## src/rtl/diag_status_pkg.sv

```systemverilog
package diag_status_pkg;
  // Strobes passed from the frame control to the status datapath
  typedef struct packed {
    logic setShort;
    logic setLong;
    logic clrShort;
    logic clrLong;
    logic clrOt;
  } diagStrobes_t;
endpackage

```

## src/rtl/diag_frame_ctrl.sv

```systemverilog
module diag_frame_ctrl
  import diag_status_pkg::*;
#(
  parameter int FRAME_BITS = 8,
  parameter int CNT_W      = 4
) (
  input  logic             clk,
  input  logic             rstN,
  input  logic             csFall,
  input  logic             csRise,
  input  logic             sclkFall,
  input  logic             sclkRise,
  input  logic [CNT_W-1:0] clkCount,
  output logic             frameActive,
  output diagStrobes_t     strobes
);
  // Clock positions, as counts of falling edges completed before the event
  localparam logic [CNT_W-1:0] SHORT_CLR_POS = CNT_W'(FRAME_BITS - 1);
  localparam logic [CNT_W-1:0] LONG_SET_CNT  = CNT_W'(FRAME_BITS + 1);
  localparam logic [CNT_W-1:0] LONG_CLR_POS  = CNT_W'(1);
  localparam logic [CNT_W-1:0] OT_CLR_POS    = CNT_W'(3);
  localparam logic [CNT_W-1:0] FULL_CNT      = CNT_W'(FRAME_BITS);

  // Frame window: open after chip-select fall, closed by chip-select rise
  always_ff @(posedge clk or negedge rstN) begin
    if (!rstN)       frameActive <= 1'b0;
    else if (csRise) frameActive <= 1'b0;
    else if (csFall) frameActive <= 1'b1;
  end

  logic fallIn;
  logic riseIn;
  logic endIn;

  always_comb begin
    fallIn = frameActive & sclkFall;
    riseIn = frameActive & sclkRise;
    endIn  = frameActive & csRise;
    strobes.setShort = endIn  & (clkCount <  FULL_CNT);
    strobes.setLong  = riseIn & (clkCount >= LONG_SET_CNT);
    strobes.clrShort = fallIn & (clkCount == SHORT_CLR_POS);
    strobes.clrLong  = fallIn & (clkCount == LONG_CLR_POS);
    strobes.clrOt    = fallIn & (clkCount == OT_CLR_POS);
  end
endmodule

```

## src/rtl/diag_status_dp.sv

```systemverilog
module diag_status_dp
  import diag_status_pkg::*;
#(
  parameter int CHANNELS = 8
) (
  input  logic                clk,
  input  logic                rstN,
  input  diagStrobes_t        strobes,
  input  logic [CHANNELS-1:0] shortFlags,
  input  logic                overTemp,
  input  logic                standby,
  input  logic                selfTestReq,
  output logic                shortErr,
  output logic                longErr,
  output logic                otLatch,
  output logic                statusOut
);
  logic shortNext;
  logic longNext;
  logic otNext;
  logic liveFault;
  logic testForce;
  logic statusNext;

  // Set has priority over release; overtemperature sets itself while present
  always_comb begin
    shortNext  = strobes.setShort | (shortErr & ~strobes.clrShort);
    longNext   = strobes.setLong  | (longErr  & ~strobes.clrLong);
    otNext     = overTemp         | (otLatch  & ~strobes.clrOt);
    liveFault  = (|shortFlags) | overTemp;
    testForce  = standby & selfTestReq;
    statusNext = liveFault | testForce | shortNext | longNext | otNext;
  end

  always_ff @(posedge clk or negedge rstN) begin
    if (!rstN) begin
      shortErr  <= 1'b0;
      longErr   <= 1'b0;
      otLatch   <= 1'b0;
      statusOut <= 1'b0;
    end else begin
      shortErr  <= shortNext;
      longErr   <= longNext;
      otLatch   <= otNext;
      statusOut <= statusNext;
    end
  end
endmodule

```

## src/rtl/diag_status_out.sv

```systemverilog
module diag_status_out
  import diag_status_pkg::*;
#(
  parameter int CHANNELS   = 8,
  parameter int FRAME_BITS = 8,
  parameter int CNT_W      = $clog2(FRAME_BITS + 3)
) (
  input  logic                clk,
  input  logic                rstN,
  input  logic                csFall,
  input  logic                csRise,
  input  logic                sclkFall,
  input  logic                sclkRise,
  input  logic [CNT_W-1:0]    clkCount,
  input  logic [CHANNELS-1:0] shortFlags,
  input  logic                overTemp,
  input  logic                standby,
  input  logic                selfTestReq,
  output logic                statusOut
);
  diagStrobes_t strobes;
  logic frameActive;
  logic shortErr;
  logic longErr;
  logic otLatch;

  diag_frame_ctrl #(.FRAME_BITS(FRAME_BITS), .CNT_W(CNT_W)) uCtrl (
    .clk(clk), .rstN(rstN), .csFall(csFall), .csRise(csRise),
    .sclkFall(sclkFall), .sclkRise(sclkRise), .clkCount(clkCount),
    .frameActive(frameActive), .strobes(strobes)
  );

  diag_status_dp #(.CHANNELS(CHANNELS)) uDp (
    .clk(clk), .rstN(rstN), .strobes(strobes), .shortFlags(shortFlags),
    .overTemp(overTemp), .standby(standby), .selfTestReq(selfTestReq),
    .shortErr(shortErr), .longErr(longErr), .otLatch(otLatch),
    .statusOut(statusOut)
  );
endmodule

```

## config.mk

```make
export PLATFORM = sky130hd
export DESIGN_NAME = diag_status_out
export DESIGN_NICKNAME = d
export VERILOG_FILES = /design/src/rtl/diag_status_pkg.sv /design/src/rtl/diag_frame_ctrl.sv /design/src/rtl/diag_status_dp.sv /design/src/rtl/diag_status_out.sv
export SDC_FILE = /design/constraint.sdc
export NUM_CORES = 1
export LEC_CHECK = 0
export ABC_AREA = 1
export ABC_CLOCK_PERIOD_IN_PS = 850
export BUFFER_PORTS_ARGS = -buffer_cell sky130_fd_sc_hd__buf_2
export CAP_MARGIN = 10
export CORE_AREA = 2 2 39 41
export CTS_CLUSTER_DIAMETER = 80
export DETAILED_ROUTE_END_ITERATION = 10
export DIE_AREA = 0 0 41 43
export GPL_TIMING_DRIVEN = 1
export PLACE_DENSITY = 0.63
export SYNTH_ARGS = -nofsm -noshare
export SYNTH_HDL_FRONTEND = slang
export SYNTH_SLANG_ARGS = --single-unit
```

## constraint.sdc

```tcl
create_clock -name clk -period 0.85 [get_ports clk]
set_input_delay 0.085 -clock clk [delete_from_list [all_inputs] [get_ports clk]]
set_output_delay 0.085 -clock clk [all_outputs]
set_load 0.02 [all_outputs]
```

==> flow_summary.yaml <==
global_route:
  grt_pass1_wl_um: 993
  grt_pass1_vias: 289
  grt_max_degree: 6
  grt.overflow.total: 0
  grt_usage_pct: 8.49
  antenna_found_initial: 0
clock_tree:
  clkTransAtPathRegs_ns: 0.04
  post_cts_buffers: 0
  cts_sinks: 5
  cts.htree.levels: 1
  clk_root_buffer_cell: "clkbuf_4"
  clock_latency_ns: 0.24
  numCtsBuffers: 3
  clock_path_buffers: 2
  cts_tree: "done"
routing:
  route.detailed.drc: 0
  drt-met1-wl_um: 235
  drtPass1Iterations: 3
  routed_wl_um: 606
  first_iter_violations: 3
  via_per_inst: 3.87
  dr_wl_met2_um: 268
  dr_total_vias: 337
  post_drt_wl_per_cell_um: 6.97
  wl_met3_um: 102
  antenna_left: 0
  top_layer: "met3"
job:
  max_cap_viol_count: 0
yosys:
  synthCells: 45
  yosysWarnings: 0
  ys_ff_latch: 5
  seq_area_frac_synth_pct: 42.7
  yosysUniqueCellTypes: 9
  syn_area_per_cell_um2: 6.51
  syn_nets: 66
  synth_area_um2: 293
timing:
  finalClockSkew_ns: 0.00206
  fin_ws_ns: -0.108
  fmax_mhz: 1040
  hold_slack_ns: 0.0135
  finalSetupViolations: 1
  worst_pin_slew_ns: 0.146
  fin_crit_sh_pct: 113
  slew_headroom_pct: 90.2
  rsz0062_at_grt: "true"
  slew_viol_final: 0
  tns_ns: -0.108
  hold_viol: 0
  min_period_ns: 0.958
final_layout:
  postLayoutCoreUtil_pct: 33.6
  mostFrequentLayoutCells: "buf_2, nand2_1, nor2_1"
  drive_above_1_share_pct: 42.3
  finalNonFillerCells: 87
  fin_nets: 93
  final_common_cell: "buf_2"
  area_growth_pct: 59.0
  antenna_cells: 0
die:
  die_x_um: 41
  die_area_um2: 1760
  rows: 14
  coreArea_um2: 1380
  initial_core_util_pct: 21.2
  die_h_um: 43
  io-pin-count: 22
outcome:
  status: "finished, violations left"
  violations: "negative setup slack"
worst_setup_path:
  crit_top_cell: "nand2_1"
  arrival_ns: 1.09
  cpMaxStageDelayCell: "dfrtp_1"
  crit_fanout: 4
  cp_cell_sequence: "nand2_1, nor2_1, nand2_1, nand2_2, nand2_2, nor2_2, nand2_1"
  slowest_delay_ns: 0.37
  path_class: "reg2reg"
  critPathLaunchType: "flop"
  crit_path_end_kind: "flop"
  required_ns: 0.98
worst_hold_path:
  hp-class: "in2reg"
power_and_ir_drop:
  vdd_drop_max_mv: 0.457
  p_leak_nw: 0.245
  power_density_nw_per_um2: 1380
placed_design:
  gp_congestion: 0.662
  place_ws_ns: -0.116
  detailed_place_hpwl_um: 511
  numPlacedInstances: 82
  portBuffers: 21
kinds of logic after synthesis:
| logic type | synth area share, % |
|---|---|
| compound gates | 2.57 |
| flops | 42.7 |
| buf+inv | 6.41 |
| simple gates | 48.3 |
stage by stage:
step,total power [mW],instance area (µm²)
finish,0.641,465
CTS,0.656,454
global placement,0.369,418
global route,0.691,465
floorplan,0.310,293
detailed placement,0.371,418
critical path, delay by kind of cell (launching register included):
family	cells	cell delay [ns]
simple gates	7	0.47
flops	1	0.37
power by group:
group	switching, mW	total (mW)	internal (mW)	leakage [nW]
clock network	0.0924	0.270	0.177	0.0150
logic	0.0533	0.110	0.0571	0.181
registers	0.00583	0.261	0.256	0.0492
total	0.152	0.641	0.490	0.245
area by class of cell:
cell class / count / area, µm²
inverter: 5 / 18.8
tap: 16 / 20.0
timing repair buffer: 22 / 121
fill: 151 / 918
clock buffer: 4 / 26.3
multi-input combinational: 35 / 154
sequential: 5 / 125
Yosys cell counts:
library cell,instances,area [µm²]
dfrtp_1,5,125
o21bai_1,1,7.51
nand2_1,15,56.3
nor3_1,1,5.00
nor2_2,1,6.26
inv_1,5,18.8
nand3_1,2,10.0
nand2_2,3,18.8
nor2_1,12,45.0
sequential cells by signal (all words and copies together), names as in the netlist:
register and count:
uDp.otLatch 1, uDp.statusOut 1, uCtrl.frameActive 1, uDp.shortErr 1
uDp.longErr 1
metal layers:
| layer | vias to the layer above | global-route usage [%] |
|---|---|---|
| li1 | 186 | - |
| met1 | 132 | 8.88 |
| met2 | 19 | 12.5 |
| met3 | 0 | 4.19 |
| met4 | 0 | 6.00 |
| met5 | - | 0 |
timing repair:
| action | in CTS | in global routing |
|---|---|---|
| endpoints found under the hold margin | 5 | 0 |
| endpoints found under the setup margin | 1 | 5 |
| hold buffers | 1 | 0 |
| resized for setup | 0 | 4 |
path summary, 6_finish.rpt:
kind                                                from  cells after the start                            end  slack, ns
setup / recovery           uCtrl.frameActive$_DFFE_PN0P_                      7        uDp.statusOut$_DFF_PN0_      -0.11
setup reg to reg           uCtrl.frameActive$_DFFE_PN0P_                      7        uDp.statusOut$_DFF_PN0_      -0.11
min in group asynchronous                           rstN                      2          uDp.longErr$_DFF_PN0_       0.18
hold / removal                                    csRise                      2  uCtrl.frameActive$_DFFE_PN0P_       0.01
max in group asynchronous                           rstN                      2        uDp.statusOut$_DFF_PN0_       0.54
hold reg to reg                   uDp.shortErr$_DFF_PN0_                      2         uDp.shortErr$_DFF_PN0_       0.46
Note: power is estimated with default switching activity, not from simulation.
